`config.mk`:
```
export PLATFORM = sky130hd
export DESIGN_NAME = ccd_line_timing
export DESIGN_NICKNAME = d
export VERILOG_FILES = /design/src/rtl/ccd_tg_pkg.sv /design/src/rtl/ccd_tg_seq.sv /design/src/rtl/ccd_tg_pix_wave.sv /design/src/rtl/ccd_tg_out_reg.sv /design/src/rtl/ccd_line_timing.sv
export SDC_FILE = /design/constraint.sdc
export NUM_CORES = 1
export LEC_CHECK = 0
export BUFFER_PORTS_ARGS = -buffer_cell sky130_fd_sc_hd__buf_2
export CORE_MARGIN = 5
export CORE_UTILIZATION = 57
export CTS_CLUSTER_DIAMETER = 50
export DETAILED_ROUTE_END_ITERATION = 10
export MAX_ROUTING_LAYER = met4
export PLACE_DENSITY_LB_ADDON = 0.15
export SLEW_MARGIN = 20
export SYNTH_ARGS = -nofsm -noshare
export SYNTH_HDL_FRONTEND = slang
export SYNTH_SLANG_ARGS = --single-unit
export TNS_END_PERCENT = 5
```
`constraint.sdc`:
```
create_clock -name clk -period 4.55 [get_ports clk]
set_clock_uncertainty 0.2 [all_clocks]
set_input_delay 0.2275 -clock clk [delete_from_list [all_inputs] [get_ports clk]]
set_output_delay 0.2275 -clock clk [all_outputs]
set_load 0.05 [all_outputs]
```
`src/rtl/ccd_tg_pkg.sv`:
```
package ccd_tg_pkg;
   typedef enum logic [2:0] {
      ST_IDLE  = 3'd0,
      ST_LEAD  = 3'd1,
      ST_GATE  = 3'd2,
      ST_GUARD = 3'd3,
      ST_RUN   = 3'd4
   } tg_state_e;

   // typical settings at a 100 MHz system clock and 1 MHz pixel rate
   localparam int DEF_PIX_DIV   = 100;
   localparam int DEF_RS_START  = 0;
   localparam int DEF_RS_WIDTH  = 5;
   localparam int DEF_CLP_START = 10;
   localparam int DEF_CLP_WIDTH = 10;
   localparam int DEF_LEAD      = 10;
   localparam int DEF_GATE      = 500;
   localparam int DEF_GUARD     = 200;
endpackage

```
`src/rtl/ccd_tg_seq.sv`:
```
module ccd_tg_seq
   import ccd_tg_pkg::*;
#(
   parameter int CNT_W    = 16,
   parameter int LINE_PIX = 10755
) (
   input  logic             clk,
   input  logic             rst_n,
   input  logic             enable,
   input  logic [CNT_W-1:0] cfg_pix_div,
   input  logic [CNT_W-1:0] cfg_lead,
   input  logic [CNT_W-1:0] cfg_gate_width,
   input  logic [CNT_W-1:0] cfg_guard,
   output tg_state_e        state,
   output logic [CNT_W-1:0] tick
);
   localparam int PIX_W = (LINE_PIX > 1) ? $clog2(LINE_PIX) : 1;
   localparam logic [PIX_W-1:0] PIX_LAST = PIX_W'(LINE_PIX - 1);

   logic [CNT_W-1:0] limit;
   logic [PIX_W-1:0] pix;
   logic             done;

   always_comb begin
      case (state)
         ST_LEAD:  limit = cfg_lead;
         ST_GATE:  limit = cfg_gate_width;
         ST_GUARD: limit = cfg_guard;
         ST_RUN:   limit = cfg_pix_div;
         default:  limit = CNT_W'(1);
      endcase
   end

   assign done = (tick == limit - 1'b1);

   always_ff @(posedge clk or negedge rst_n) begin
      if (!rst_n) begin
         state <= ST_IDLE;
         tick  <= '0;
         pix   <= '0;
      end else if (state == ST_IDLE) begin
         tick <= '0;
         pix  <= '0;
         if (enable) state <= ST_LEAD;
      end else if (done) begin
         tick <= '0;
         case (state)
            ST_LEAD:  state <= ST_GATE;
            ST_GATE:  state <= ST_GUARD;
            ST_GUARD: begin
               state <= ST_RUN;
               pix   <= '0;
            end
            ST_RUN: begin
               if (pix == PIX_LAST) begin
                  pix   <= '0;
                  state <= enable ? ST_LEAD : ST_IDLE;
               end else begin
                  pix <= pix + 1'b1;
               end
            end
            default: state <= ST_IDLE;
         endcase
      end else begin
         tick <= tick + 1'b1;
      end
   end


   tick_in_pixel_chk: assert property (@(posedge clk) disable iff (!rst_n)
      (state == ST_RUN) |-> (tick < cfg_pix_div));


   idle_clear_chk: assert property (@(posedge clk) disable iff (!rst_n)
      (state == ST_IDLE) |=> (tick == '0));
endmodule

```
`src/rtl/ccd_tg_pix_wave.sv`:
```
module ccd_tg_pix_wave
   import ccd_tg_pkg::*;
#(
   parameter int CNT_W = 16
) (
   input  tg_state_e        state,
   input  logic [CNT_W-1:0] tick,
   input  logic [CNT_W-1:0] cfg_pix_div,
   input  logic [CNT_W-1:0] cfg_rs_start,
   input  logic [CNT_W-1:0] cfg_rs_width,
   input  logic [CNT_W-1:0] cfg_clp_start,
   input  logic [CNT_W-1:0] cfg_clp_width,
   output logic             p1_d,
   output logic             rs_d,
   output logic             clp_d,
   output logic             gate_d,
   output logic             ls_d,
   output logic             pv_d
);
   logic             in_run;
   logic [CNT_W-1:0] half;
   logic [CNT_W:0]   tick_x, rs_end, clp_end;

   assign in_run  = (state == ST_RUN);
   assign half    = cfg_pix_div >> 1;
   assign tick_x  = {1'b0, tick};
   assign rs_end  = {1'b0, cfg_rs_start}  + {1'b0, cfg_rs_width};
   assign clp_end = {1'b0, cfg_clp_start} + {1'b0, cfg_clp_width};

   assign p1_d   = in_run ? (tick >= half) : 1'b1;
   assign rs_d   = in_run && (tick >= cfg_rs_start)  && (tick_x < rs_end);
   assign clp_d  = in_run && (tick >= cfg_clp_start) && (tick_x < clp_end);
   assign pv_d   = in_run && (tick == cfg_pix_div - 1'b1);
   assign gate_d = (state == ST_GATE);
   assign ls_d   = gate_d && (tick == '0);
endmodule

```
`src/rtl/ccd_tg_out_reg.sv`:
```
module ccd_tg_out_reg #(
   parameter int N_GATE = 3
) (
   input  logic              clk,
   input  logic              rst_n,
   input  logic              p1_d,
   input  logic              rs_d,
   input  logic              clp_d,
   input  logic              gate_d,
   input  logic              ls_d,
   input  logic              pv_d,
   output logic              p1_q,
   output logic              p2_q,
   output logic              rs_q,
   output logic              clp_q,
   output logic [N_GATE-1:0] gate_q,
   output logic              ls_q,
   output logic              pv_q
);
   always_ff @(posedge clk or negedge rst_n) begin
      if (!rst_n) begin
         p1_q  <= 1'b1;
         p2_q  <= 1'b0;
         rs_q  <= 1'b0;
         clp_q <= 1'b0;
         ls_q  <= 1'b0;
         pv_q  <= 1'b0;
      end else begin
         p1_q  <= p1_d;
         p2_q  <= ~p1_d;
         rs_q  <= rs_d;
         clp_q <= clp_d;
         ls_q  <= ls_d;
         pv_q  <= pv_d;
      end
   end

   for (genvar g = 0; g < N_GATE; g++) begin : g_gate
      always_ff @(posedge clk or negedge rst_n) begin
         if (!rst_n) gate_q[g] <= 1'b0;
         else        gate_q[g] <= gate_d;
      end
   end
endmodule

```
`src/rtl/ccd_line_timing.sv`:
```
module ccd_line_timing
   import ccd_tg_pkg::*;
#(
   parameter int CNT_W    = 16,
   parameter int LINE_PIX = 10755,
   parameter int N_GATE   = 3
) (
   input  logic              clk,
   input  logic              rst_n,
   input  logic              enable,
   input  logic [CNT_W-1:0]  cfg_pix_div,
   input  logic [CNT_W-1:0]  cfg_rs_start,
   input  logic [CNT_W-1:0]  cfg_rs_width,
   input  logic [CNT_W-1:0]  cfg_clp_start,
   input  logic [CNT_W-1:0]  cfg_clp_width,
   input  logic [CNT_W-1:0]  cfg_lead,
   input  logic [CNT_W-1:0]  cfg_gate_width,
   input  logic [CNT_W-1:0]  cfg_guard,
   output logic              xfer_p1,
   output logic              xfer_p2,
   output logic              rst_pulse,
   output logic              clamp_pulse,
   output logic [N_GATE-1:0] gate_o,
   output logic              line_start,
   output logic              pix_valid
);
   if (CNT_W < 4)    $error("CNT_W must be at least 4");
   if (LINE_PIX < 2) $error("LINE_PIX must be at least 2");
   if (N_GATE < 1)   $error("N_GATE must be at least 1");

   tg_state_e        state;
   logic [CNT_W-1:0] tick;
   logic             p1_d, rs_d, clp_d, gate_d, ls_d, pv_d;

   ccd_tg_seq #(.CNT_W(CNT_W), .LINE_PIX(LINE_PIX)) u_seq (
      .clk(clk), .rst_n(rst_n), .enable(enable),
      .cfg_pix_div(cfg_pix_div), .cfg_lead(cfg_lead),
      .cfg_gate_width(cfg_gate_width), .cfg_guard(cfg_guard),
      .state(state), .tick(tick)
   );

   ccd_tg_pix_wave #(.CNT_W(CNT_W)) u_wave (
      .state(state), .tick(tick), .cfg_pix_div(cfg_pix_div),
      .cfg_rs_start(cfg_rs_start), .cfg_rs_width(cfg_rs_width),
      .cfg_clp_start(cfg_clp_start), .cfg_clp_width(cfg_clp_width),
      .p1_d(p1_d), .rs_d(rs_d), .clp_d(clp_d),
      .gate_d(gate_d), .ls_d(ls_d), .pv_d(pv_d)
   );

   ccd_tg_out_reg #(.N_GATE(N_GATE)) u_oreg (
      .clk(clk), .rst_n(rst_n),
      .p1_d(p1_d), .rs_d(rs_d), .clp_d(clp_d),
      .gate_d(gate_d), .ls_d(ls_d), .pv_d(pv_d),
      .p1_q(xfer_p1), .p2_q(xfer_p2), .rs_q(rst_pulse), .clp_q(clamp_pulse),
      .gate_q(gate_o), .ls_q(line_start), .pv_q(pix_valid)
   );


   line_start_gate_chk: assert property (@(posedge clk) disable iff (!rst_n)
      line_start |-> (&gate_o));


   line_start_single_chk: assert property (@(posedge clk) disable iff (!rst_n)
      line_start |=> !line_start);


   gate_parked_chk: assert property (@(posedge clk) disable iff (!rst_n)
      (|gate_o) |-> (xfer_p1 && !xfer_p2 && !rst_pulse && !clamp_pulse));


   guard_after_gate_chk: assert property (@(posedge clk) disable iff (!rst_n)
      $fell(gate_o[0]) |-> (xfer_p1 && !rst_pulse));


   clamp_reset_apart_chk: assert property (@(posedge clk) disable iff (!rst_n)
      !(rst_pulse && clamp_pulse));


   valid_outside_gate_chk: assert property (@(posedge clk) disable iff (!rst_n)
      pix_valid |-> !(|gate_o));
endmodule

```
# Word level (Yosys, flattened, before mapping)
# Index checks and enable logic that the tools add are counted.
# Widths: inputs -> output; s select.
# totals
reg_bits	40
input_bits	131
# op_classes
muxes	14
add_sub_neg	6
order_cmp	5
bitwise	1
reduce_logical	12
n_eq_ne	9
# op_table
op	count
$pmux 16 s4	1
$mux 14	3
$add 16x16->17	2
$lt 16x17->1	2
$eq 16x16->1	2
$ge 16x16->1	2
$mux 16	2
$sub 16x1->16 const B	2
$pmux 14 s2	1
$add 16x1->16 const B	1
$ge 16x15->1	1
$logic_not 16->1	1
$add 14x1->14 const B	1
$eq 14x14->1 const B	1
$mux 3	4
$pmux 3 s4	1
$eq 3x2->1 const B	2
$logic_and 1x1->1	6
$eq 3x1->1 const B	1
$eq 3x3->1 const B	1
$logic_not 3->1	1
$ne 3x3->1 const B	1
$reduce_and 3->1	1
$reduce_bool 3->1	1
other kinds (5)	6

# Longest topological paths before layout
# Gate-level depths: netlist of run 1.
# depth
word_depth	6
depth_mapped	19
depth_no_buf	19

# By module
# A second synthesis of run 1 with hierarchy kept.
# unflattened
hier_cells	878
hier_area_um2	6922.9
# by_module_without_submodules
module	area_per_inst_um2	cells_each	instances
ccd_tg_pix_wave	3817.4	514	1
ccd_tg_seq	2910.3	354	1
ccd_tg_out_reg	195.2	10	1

# Worst setup path after synthesis of run 1
# OpenSTA, ideal clock, no wires.
# synth_timing
path_type	register to register
startpoint	register u_seq.state[0]
endpoint	register u_seq.pix[0]
n_path_buf	3
period_less_slack_ns	3.641
path_stages_with_launch	15
setup_slack_ns	0.909
arrival_time_ns	3.318
cell_sequence	dfrtp_1 buf_6 nor2b_4 a22o_1 a222oi_1 ha_1 o211ai_1 o211a_1 nor4_1 nand4_1 or3_1 buf_2 buf_6 nand3b_1 o21ai_1
# synth_via
elab_chain_len	6
word_cells_on_any_way	14
classes_between	add/sub: 1; eq/ne: 5; mux: 4; reduce/logical: 4
# synth_rtl
item	line	text
start, declared	ccd_tg_seq.sv:14	output tg_state_e state,
start signal, assigned	ccd_tg_seq.sv:57	state <= enable ? ST_LEAD : ST_IDLE;
$eq 3x3->1 (tied with other cells)	ccd_tg_seq.sv:25, ccd_tg_seq.sv:47	
$pmux 16 s4	ccd_tg_seq.sv:25	case (state)
$sub 16x1->16	ccd_tg_seq.sv:34	assign done = (tick == limit - 1'b1);
$eq 16x16->1	ccd_tg_seq.sv:34	
$reduce_bool 2->1 (no line)	n/a	
$reduce_and 2->1 (no line)	n/a	
end signal, assigned	ccd_tg_seq.sv:59	pix <= pix + 1'b1;
end, declared	ccd_tg_seq.sv:21	logic [PIX_W-1:0] pix;
# Parallel ways exist; a longest one is shown, timed or not. The select of a mux whose other input is x is not followed.
# A chain may end at the register's enable or synchronous reset.

# Worst setup path in the final report of run 1
# Ends and elaborated chain as after synthesis.

==> impl_metrics.env, run 1 <==
export IMPL_largest_reg_flops=16
export IMPL_setup_tns_final_ns=0
export IMPL_cts_buffers=5
export IMPL_grt_usage_pct=26.04
export IMPL_antenna_found_initial=0
export IMPL_final_hold_violation_count=0
export IMPL_clock_latency_ns=0.28
export IMPL_yosysSeqAreaShare_pct=14.76
export IMPL_htree_levels=2
export IMPL_grt_pass1_vias=6614
export IMPL_rsz0062_at_grt="no"
export IMPL_cts_tree="built"
export IMPL_synth_top_cell_area_share_pct=21.19
export IMPL_start_util_pct=58.71
export IMPL_first_pass_iters=5
export IMPL_top_regs="u_seq.tick (16), u_seq.pix (14), u_seq.state (3)"
export IMPL_wl_per_cell_um=16.12
export IMPL_switching_share_pct=38.28
export IMPL_vdd_drop_max_v=0.0001264
export IMPL_relSlewSlack_pct=38.64
export IMPL_power_switching_uw=558.8
export IMPL_synth_cell_type_count=75
export IMPL_crit_chain="nor2b_1 > a22o_1 > a222oi_1 > ha_1 > o211ai_1 > o211a_1 > nor4_1 > nand4_1 > or3_1 > nand3b_1 > o21ai_1"
export IMPL_final_max_slew_viol_count=0
export IMPL_place_worst_setup_slack_ns=0.5495
export IMPL_synth_cells=864
export IMPL_status="finished, final reports clean"
export IMPL_areaGrowthSynthToFinish_pct=14.70
export IMPL_fin_crit_sh_pct=88.21
export IMPL_grt_pass1_wl_um=30590
export IMPL_synth_top_family_by_area="simple AND/OR/NAND/NOR gates"
export IMPL_synth_flop_cell="dfrtp_1"
export IMPL_cts_resized=0
export IMPL_io_pins=140
export IMPL_synth_avg_cell_area_um2=7.859
export IMPL_powerDensity_nw_per_um2=187.4
export IMPL_diodes=0
export IMPL_grt_ovfl_total=0
export IMPL_cp_end_kind="flop"
export IMPL_power_share_clock_pct=23.8
export IMPL_max_stage_delay_ns=0.65
export IMPL_nNetsFinal=1243
export IMPL_syn_nets=1112
export IMPL_dieWidth_um=119.1
export IMPL_ys_seq_elements=40
export IMPL_rows=39
export IMPL_netlist_top_cells_area="ha_1, dfrtp_1, xnor2_1"
export IMPL_clockBufferDepth=2
export IMPL_synthSimpleGateAreaFrac_pct=22.85
export IMPL_crit_type="reg2reg"
export IMPL_ant_nets=0
export IMPL_ys_warnings_count=0
export IMPL_path_max_fanout=16
export IMPL_drc_errors=0
export IMPL_maxCapViolCount=0
export IMPL_critPathArrivalTime_ns=3.98
export IMPL_p_leak_nw=3.856
export IMPL_p_seq_share_pct=30.8
export IMPL_synthMuxAreaShare_pct=1.732
export IMPL_synth_area_um2=6790
export IMPL_synthAdderAreaFrac_pct=21.78
export IMPL_synth_compound_area_share_pct=20.88
export IMPL_place_congestion=0.9636
export IMPL_core_area_um2=11560
export IMPL_grt_max_degree=41
export IMPL_die_area_um2=14200
export IMPL_fmax_mhz=249.2
export IMPL_power_internal_uw=901.1
export IMPL_vias=6787
export IMPL_critical_path_slowest_cell="dfrtp_1"
export IMPL_worst_pin_slew_ns=0.9204
export IMPL_synthXorXnorAreaFrac_pct=10.96
export IMPL_combPwrFrac_pct=45.4
export IMPL_dp_hpwl_um=14750
export IMPL_top_register="u_seq.tick"
export IMPL_synth_largest_area_cell="ha_1"
export IMPL_drt_iter0_drc=502
export IMPL_hold_class="in2reg"
export IMPL_synth_edf_count=0
export IMPL_synthArstFlopShare_pct=100.0
export IMPL_fin_total_pwr_mw=1.460
export IMPL_vias_per_cell=5.959
export IMPL_root_buffer="clkbuf_16"
export IMPL_finalWorstSetupSlack_ns=0.5364
export IMPL_port_buffers=139
export IMPL_start_kind="flop"
export IMPL_clkTransAtPathRegs_ns=0.06
export IMPL_die_h_um=119.1
export IMPL_drive_gt1_share_pct=18.37
export IMPL_setup_viol=0
export IMPL_worstPathRequired_ns=4.52
export IMPL_fin_crit_ns=4.014
export IMPL_clock_sinks=40
export IMPL_routed_wl_um=18360
-- power by group through the flow --
stage	Combinational, mW	Clock (mW)	Sequential, mW
after floorplan	0.514	0	0.402
after global placement	0.639	0	0.456
after detailed placement	0.652	0	0.457
after CTS	0.662	0.350	0.450
after global routing	0.770	0.367	0.456
final	0.662	0.347	0.450
-- layout by cell type, fill, tap and decap left out, types with 24 or more instances in the layout --
master and instances:
xnor2_1 50, dfrtp_1 39, o21ai_0 44, a21oi_1 49, ha_1 115, inv_1 75
nand2_1 48, nor2_1 31, nor4_1 24, xor2_1 35, nand3_1 43, buf_2 139
nor3_1 36
-- cell families (layout without fill, tap and decap cells) --
family	Yosys count	in the layout
and+or+nand+nor	283	283
xor gates and xnor gates	85	85
AOI/OAI and AO/OA	214	214
muxes	11	11
adders and majority gates	117	117
DFF	40	40
buffers and inverters	114	246
-- per-stage QoR --
stage / util, % / cell area [um2] / cells / hold slack, ns
final: 67.35 / 7789 / 1139 / 0.01207
after global routing: 67.35 / 7789 / 1139 / 0.02308
after CTS: 67.35 / 7789 / 1139 / 0.006418
after detailed placement: 66.04 / 7637 / 1130 / 0.2163
after global placement: 66.04 / 7637 / 1130 / 0.2058
after floorplan: - / 6790 / 864 / -0.2681
-- what timing repair did --
item / 4_1_cts / 5_1_grt
endpoints found under the hold margin: 39 / 0
endpoints found under the setup margin: 0 / 0
setup buffers: 0 / 0
hold buffers: 1 / 0
-- cell usage after synthesis (4+ instances only) --
master	n
ha_1	115
inv_1	75
xnor2_1	50
a21oi_1	49
nand2_1	48
o21ai_0	44
nand3_1	43
dfrtp_1	39
nor3_1	36
xor2_1	35
nor2_1	31
nor4_1	24
and3_1	23
clkbuf_1	20
a21o_1	17
a31oi_1	17
nor2b_1	17
o21ai_1	14
nand2b_1	12
buf_2	10
nand4_1	10
nor4bb_1	7
o21bai_1	7
or3_1	6
a211oi_1	5
a22oi_1	5
mux2i_1	5
nand3b_1	5
o211ai_1	5
o21a_1	5
a221oi_1	4
a22o_1	4
buf_4	4
mux2_2	4
nor3b_1	4
-- per-layer routing --
| metal | part of all wire (%) | global-route usage (%) |
|---|---|---|
| met1 | 45 | 33.79 |
| met2 | 48 | 43.52 |
| met3 | 5.7 | 2.607 |
| met4 | 1.8 | 6.879 |
| met5 | 0 | - |
-- cell type report --
type / instances / area [um2]
multi-input cells: 710 / 5310
fillers: 1035 / 3776
flip-flops and latches: 40 / 1002
repair buffers: 162 / 870.8
inverters: 76 / 285.3
well taps: 143 / 178.9
clock buffers: 7 / 132.6
clock inverters: 1 / 8.758
-- worst max-delay path, delay by kind of cell (launching register included) --
kind,cells,cell delay (ns)
and+or+nand+nor,5,1.55
AOI/OAI and AO/OA,5,1.18
adders and majority gates,1,0.31
DFF,1,0.65
-- worst paths after layout --
check	depth (start not counted)	start	end	slack, ns
max	11	u_seq.state[0]	u_seq.pix[0]	0.54
min	3	enable	u_seq.state[0]	0.01
max reg2reg	11	u_seq.state[0]	u_seq.pix[0]	0.54
min reg2reg	1	u_seq.pix[0]	u_seq.pix[0]	0.35
max in group asynchronous	2	rst_n	u_oreg.ls_q	3.15
min in group asynchronous	2	rst_n	u_seq.pix[7]	0.42
(Power assumes the default switching activity.)
==> run 2, diff against run 1 <==
--- a/config.mk
+++ b/config.mk
@@ -5,9 +5,10 @@
 export SDC_FILE = /design/constraint.sdc
 export NUM_CORES = 1
 export LEC_CHECK = 0
+export ABC_AREA = 1
 export BUFFER_PORTS_ARGS = -buffer_cell sky130_fd_sc_hd__buf_2
 export CORE_MARGIN = 5
-export CORE_UTILIZATION = 57
+export CORE_UTILIZATION = 58
 export CTS_CLUSTER_DIAMETER = 50
 export DETAILED_ROUTE_END_ITERATION = 10
 export MAX_ROUTING_LAYER = met4
==> impl_metrics.env, run 2 <==
export IMPL_status="finished, final reports clean"
export IMPL_relSlewSlack_pct=38.15
export IMPL_areaGrowthSynthToFinish_pct=12.49
export IMPL_synthArstFlopShare_pct=100.0
export IMPL_grt_pass1_wl_um=32650
export IMPL_synth_largest_area_cell="ha_1"
export IMPL_mostFrequentLayoutCells="nand2_1, inv_1, buf_2"
export IMPL_root_buffer="clkbuf_16"
export IMPL_top_register="u_seq.tick"
export IMPL_die_area_um2=14670
export IMPL_htree_levels=2
export IMPL_grt_ovfl_total=0
export IMPL_drive_gt1_share_pct=15.29
export IMPL_vias=7618
export IMPL_io_pins=140
export IMPL_top_regs="u_seq.tick (16), u_seq.pix (14), u_seq.state (3)"
export IMPL_grt_util_met3_pct=2.284
export IMPL_cts_resized=0
export IMPL_clkTransAtPathRegs_ns=0.06
export IMPL_grt_pass1_vias=7255
export IMPL_critPathArrivalTime_ns=3.68
export IMPL_largest_reg_flops=16
export IMPL_clockBufferDepth=2
export IMPL_wl_per_cell_um=14.10
export IMPL_worst_pin_slew_ns=0.9277
export IMPL_finalWorstSetupSlack_ns=0.8363
export IMPL_vias_per_cell=5.477
export IMPL_fin_crit_sh_pct=81.62
export IMPL_gr_usage_met2_pct=46.30
export IMPL_syn_nets=1344
export IMPL_grtUsageMet1_pct=35.15
export IMPL_synth_flop_cell="dfrtp_1"
export IMPL_core_area_um2=12060
export IMPL_mostFrequentLayoutCell="nand2_1"
export IMPL_dp_hpwl_um=16220
export IMPL_cts_tree="built"
export IMPL_yosysSeqAreaShare_pct=14.00
export IMPL_vdd_drop_max_v=0.0002110
export IMPL_nNetsFinal=1471
export IMPL_drc_errors=0
export IMPL_cts_buffers=5
export IMPL_path_max_fanout=33
export IMPL_worstPathRequired_ns=4.52
export IMPL_final_max_slew_viol_count=0
export IMPL_die_h_um=121.1
export IMPL_regToRegStartpoint="u_seq.state[2]"
export IMPL_maxCapViolCount=0
export IMPL_clock_sinks=40
export IMPL_crit_type="reg2reg"
export IMPL_grt_max_degree=41
export IMPL_netlist_top_cells_area="ha_1, dfrtp_1, nand2_1"
export IMPL_ys_warnings_count=0
export IMPL_synth_avg_cell_area_um2=6.533
export IMPL_multiInputGateArea_um2=5378
export IMPL_ys_seq_elements=40
export IMPL_synth_cells=1096
export IMPL_synth_cell_type_count=44
export IMPL_drt_iter0_drc=440
export IMPL_p_leak_nw=4.468
export IMPL_ys_top_cells_by_count="nand2_1, inv_1, ha_1"
export IMPL_min_from="cfg_pix_div[15]"
export IMPL_fmax_mhz=269.3
export IMPL_diodes=0
export IMPL_dieWidth_um=121.1
export IMPL_start_util_pct=59.37
export IMPL_worstSetupStartpoint="u_seq.state[2]"
export IMPL_first_pass_iters=5
export IMPL_routed_wl_um=19620
export IMPL_top_usage_layer="met2"
export IMPL_synth_area_um2=7161
export IMPL_setup_viol=0
export IMPL_hold_class="in2reg"
export IMPL_setup_tns_final_ns=0
export IMPL_place_worst_setup_slack_ns=0.8994
export IMPL_place_congestion=0.9940
export IMPL_rows=40
export IMPL_grt_usage_pct=27.37
export IMPL_rsz0062_at_grt="no"
export IMPL_port_buffers=139
export IMPL_synth_edf_count=0
export IMPL_powerDensity_nw_per_um2=333.3
export IMPL_start_kind="flop"
export IMPL_ant_nets=0
export IMPL_synth_most_common_cell="nand2_1"
export IMPL_synth_top_cell_area_share_pct=20.09
export IMPL_clock_latency_ns=0.28
export IMPL_fin_crit_ns=3.714
export IMPL_cp_end_kind="flop"
export IMPL_cts_setup_buffers=0
export IMPL_fillerInstances=1142
export IMPL_layout_area_seq_um2=1002
export IMPL_antenna_found_initial=0
export IMPL_final_hold_violation_count=0
## run 2: changes by cell type after synthesis, sizes merged, moves of 16 or more
| cell | before | now |
|---|---|---|
| xor2 | 35 | 55 |
| xnor2 | 50 | 13 |
| nor4 | 24 | 8 |
| nand3 | 44 | 93 |
| nor2 | 31 | 95 |
| o21ai | 58 | 35 |
| a21o | 17 | 1 |
| nand4 | 10 | 59 |
| and3 | 23 | 0 |
| nand2 | 48 | 266 |
| inv | 76 | 159 |
| clkbuf | 20 | 2 |
| a21oi | 49 | 67 |
| nor2b | 18 | 0 |
## run 2: metal layers
layer | part of all wire, % | routed length (um)
met5 | 0 | 0
met4 | 2.2 | 441
met3 | 5.2 | 1011
met2 | 48 | 9478
met1 | 44 | 8684
## run 2: timing repair
item,in CTS,in global routing
endpoints found under the setup margin,0,0
endpoints found under the hold margin,39,0
hold buffers,1,0
## run 2: cell families after synthesis
logic type	after synthesis	synth area share, %
compound gates	131	10.27
fa+ha+maj	117	20.65
simple gates	558	35.86
xor+xnor	68	8.317
buf+inv	182	10.90
flops	40	14.00
## run 2: report_power, final
group          total, mW  switching, mW  internal (mW)
sequential         0.485         0.0919          0.393
clock              0.341          0.142          0.199
combinational       1.86           1.26          0.603
total               2.68           1.49           1.19
## run 2: layout make-up
| cell class | count | area share [%] |
|---|---|---|
| Inverter | 159 | 7.440 |
| Clock inverter | 2 | 0.1553 |
| Multi-Input combinational cell | 874 | 66.76 |
| Clock buffer | 5 | 1.553 |
| Tap cell | 168 | 2.610 |
| Sequential cell | 40 | 12.44 |
| Timing Repair Buffer | 143 | 9.040 |
## run 2: path summary, 6_finish.rpt
kind / to / slack [ns] / cells after the start
worst min register to register: u_seq.pix[10] / 0.32 / 2
worst max register to register: u_seq.pix[8] / 0.84 / 16
worst min-delay path: u_oreg.pv_q / 0.12 / 4
worst max-delay path: u_seq.pix[8] / 0.84 / 16
max in group asynchronous: u_seq.pix[9] / 3.11 / 2
min in group asynchronous: u_oreg.ls_q / 0.45 / 2
## run 2: worst max-delay path, stage by stage (launching register included)
cell and delay, ns:
dfrtp_1 0.79, nand2_2 0.36, nand2_1 0.15, nand2_1 0.08, nor2_2 0.15, ha_1 0.24, nand3_2 0.12, nor2_2 0.22
nand4_1 0.15, nand2_1 0.10, nor2_1 0.04, nor2_1 0.12, nand4_2 0.16, nand2_4 0.34, nand2_4 0.19, nand2_1 0.10
nand2_1 0.05
## run 2: metrics by stage
stage	hold WS [ns]	cell area [um2]	util [%]	power (mW)	std cells
after floorplan	-0.2681	7161	-	1.982	1096
after global placement	0.2103	7908	65.56	2.313	1383
after detailed placement	0.2188	7908	65.56	2.327	1383
after CTS	0.1143	8055	66.78	2.680	1391
after global routing	0.1729	8055	66.78	2.956	1391
final	0.1177	8055	66.78	2.685	1391
==> run 3, diff against run 2 <==
--- a/config.mk
+++ b/config.mk
@@ -8,7 +8,7 @@
 export ABC_AREA = 1
 export BUFFER_PORTS_ARGS = -buffer_cell sky130_fd_sc_hd__buf_2
 export CORE_MARGIN = 5
-export CORE_UTILIZATION = 58
+export CORE_UTILIZATION = 52
 export CTS_CLUSTER_DIAMETER = 50
 export DETAILED_ROUTE_END_ITERATION = 10
 export MAX_ROUTING_LAYER = met4
==> constraint.sdc (replaced) <==
create_clock -name clk -period 3.4 [get_ports clk]
set_clock_uncertainty 0.2 [all_clocks]
set_input_delay 0.17 -clock clk [delete_from_list [all_inputs] [get_ports clk]]
set_output_delay 0.17 -clock clk [all_outputs]
set_load 0.05 [all_outputs]
==> impl_metrics.env, run 3 (synthesized netlist as in run 2, its figures left out) <==
export IMPL_status="finished, final reports clean"
export IMPL_die_h_um=127.3
export IMPL_setup_viol=0
export IMPL_design_area_um2=8249
export IMPL_vias=7557
export IMPL_post_route_util_pct=61.80
export IMPL_hold_end="u_seq.state[0]"
export IMPL_crit_chain="buf_4 > nand4_1 > nand3_1 > nor2_2 > ha_2 > nand2_1 > nor2_4 > nand2_1 > nand2_1 > nand2_1 > nor2_1 > nand3_1 > nor2_1 > nand4_2 > nand2_4 > buf_4 > nand3_1 > nand2_1"
export IMPL_areaGrowthSynthToFinish_pct=15.20
export IMPL_fin_crit_sh_pct=90.28
export IMPL_rows=42
export IMPL_core_area_um2=13350
export IMPL_power_internal_mw=1.772
export IMPL_mostFrequentLayoutCell="nand2_1"
export IMPL_drc_errors=0
export IMPL_dieWidth_um=127.3
export IMPL_root_buffer="clkbuf_16"
export IMPL_power_share_clock_pct=14.2
export IMPL_p_seq_share_pct=15.6
export IMPL_clockBufferDepth=2
export IMPL_postPlaceCellArea_um2=8053
export IMPL_nNetsFinal=1490
export IMPL_port_buffers=139
export IMPL_clkTransAtPathRegs_ns=0.06
export IMPL_worst_pin_slew_ns=0.9916
export IMPL_worstPathRequired_ns=3.43
export IMPL_final_max_slew_viol_count=0
export IMPL_mostFrequentLayoutCells="nand2_1, inv_1, buf_2"
export IMPL_rr_worst_depth=18
export IMPL_htree_levels=2
export IMPL_dp_hpwl_um=16590
export IMPL_rsz0062_at_grt="yes"
export IMPL_drive_gt1_share_pct=16.81
export IMPL_place_congestion=0.9454
export IMPL_multiInputGateArea_um2=5390
export IMPL_maxCapViolCount=0
export IMPL_largest_reg_flops=16
export IMPL_layout_area_seq_um2=1005
export IMPL_start_kind="flop"
export IMPL_powerDensity_nw_per_um2=459.5
export IMPL_path_max_fanout=22
export IMPL_clock_latency_ns=0.29
export IMPL_p_leak_nw=4.578
export IMPL_clock_sinks=40
export IMPL_start_util_pct=53.65
export IMPL_routed_wl_um=19950
export IMPL_critical_path_slowest_cell="dfrtp_2"
export IMPL_die_area_um2=16220
export IMPL_switching_share_pct=53.24
export IMPL_vdd_drop_max_v=0.0002548
export IMPL_fin_total_pwr_mw=3.791
export IMPL_combPwrFrac_pct=70.2
export IMPL_relSlewSlack_pct=33.89
export IMPL_timing_rr_end="u_seq.pix[10]"
export IMPL_final_hold_violation_count=0
export IMPL_grt_pass1_vias=7164
export IMPL_fmax_mhz=325.8
export IMPL_min_from="enable"
export IMPL_io_pins=140
export IMPL_hold_class="in2reg"
export IMPL_drt_iter0_drc=404
export IMPL_wl_per_cell_um=14.06
export IMPL_grt_usage_pct=24.79
export IMPL_grt_pass1_wl_um=32540
export IMPL_top_register="u_seq.tick"
export IMPL_regToRegStartpoint="u_seq.state[1]"
export IMPL_antenna_found_initial=0
export IMPL_grt_ovfl_total=0
export IMPL_path_common_cell="nand2_1"
export IMPL_max_stage_delay_ns=0.47
export IMPL_cp_end_kind="flop"
export IMPL_fillerInstances=1330
export IMPL_top_regs="u_seq.tick (16), u_seq.pix (14), u_seq.state (3)"
export IMPL_cts_tree="built"
export IMPL_power_switching_mw=2.018
export IMPL_grt_max_degree=41
export IMPL_crit_type="reg2reg"
export IMPL_first_pass_iters=5
export IMPL_critPathArrivalTime_ns=3.09
export IMPL_rrSetupSlack_ns=0.33
export IMPL_vias_per_cell=5.326
export IMPL_min_path_cells=5
export IMPL_ant_nets=0
export IMPL_holdWs_ns=0.05484
export IMPL_diodes=0
export IMPL_fin_crit_ns=3.070
export IMPL_cts_buffers=5
==> run 3: cell types whose count changed in the layout (fill, tap and decap cells not counted) <==
cell	before	now
buf_4	3	22
bufinv_16	0	1
clkbuf_1	0	1
clkinvlp_4	1	0
dfrtp_1	39	37
dfrtp_2	0	2
ha_1	115	114
ha_2	0	1
nor2_2	11	9
nor2_4	5	7
o21ai_0	32	30
o21ai_1	3	5
==> run 3: worst max-delay path, delay by kind of cell, from the launching register on <==
family	cells	cell delay (ns)
and+or+nand+nor	15	1.69
buffers and inverters	2	0.41
DFF	1	0.47
adders and majority gates	1	0.24
==> run 3: worst max path at each step <==
stage,from,to,slack (ns),cells after the start
2_1_floorplan,cfg_rs_start[0],u_oreg.rs_q,0.36,21
3_3_place_gp,cfg_rs_start[0],u_oreg.rs_q,0.14,22
3_5_place_dp,cfg_clp_start[0],u_oreg.clp_q,0.02,24
4_1_cts,u_seq.state[1],u_seq.tick[15],0.16,18
5_1_grt,u_seq.state[1],u_seq.pix[7],-0.009,19
6_report,u_seq.state[1],u_seq.pix[10],0.33,18
==> run 3: per-layer routing <==
metal / track usage, % / wire length (um) / vias to the layer above
met2: 41.87 / 9451 / 163
met3: 2.963 / 1080 / 44
met5: - / 0 / -
met1: 31.56 / 8963 / 3388
li1: - / - / 3962
met4: 6.372 / 458 / 0
==> run 3: stage by stage <==
step / instances / setup WS (ns) / setup TNS [ns]
CTS: 1418 / 0.1625 / 0
detailed placement: 1409 / 0.01555 / 0
global route: 1419 / -0.008533 / -0.009734
global placement: 1409 / 0.1449 / 0
floorplan: 1096 / 0.3570 / 0
finish: 1419 / 0.3304 / 0
==> run 3: area by class of cell <==
class,count,share of cell area [%]
well taps,176,2.669
inverters,159,7.265
clock buffers,6,1.562
flip-flops and latches,40,12.18
multi-input cells,874,65.34
clock inverters,2,0.4247
repair buffers,162,10.56
==> run 3: power by group through the flow <==
stage / Combinational (mW) / Clock [mW] / Sequential [mW]
2_1_floorplan: 2.02 / 0 / 0.633
3_3_place_gp: 2.59 / 0 / 0.595
3_5_place_dp: 2.61 / 0 / 0.595
4_1_cts: 2.63 / 0.549 / 0.587
5_1_grt: 3.00 / 0.568 / 0.600
6_report: 2.66 / 0.538 / 0.590
==> run 3: repair_timing <==
action,CTS,global route
hold buffers,1,0
setup endpoints to repair,0,33
endpoints found under the hold margin,39,0
setup buffers,0,1
gates resized for setup,0,7
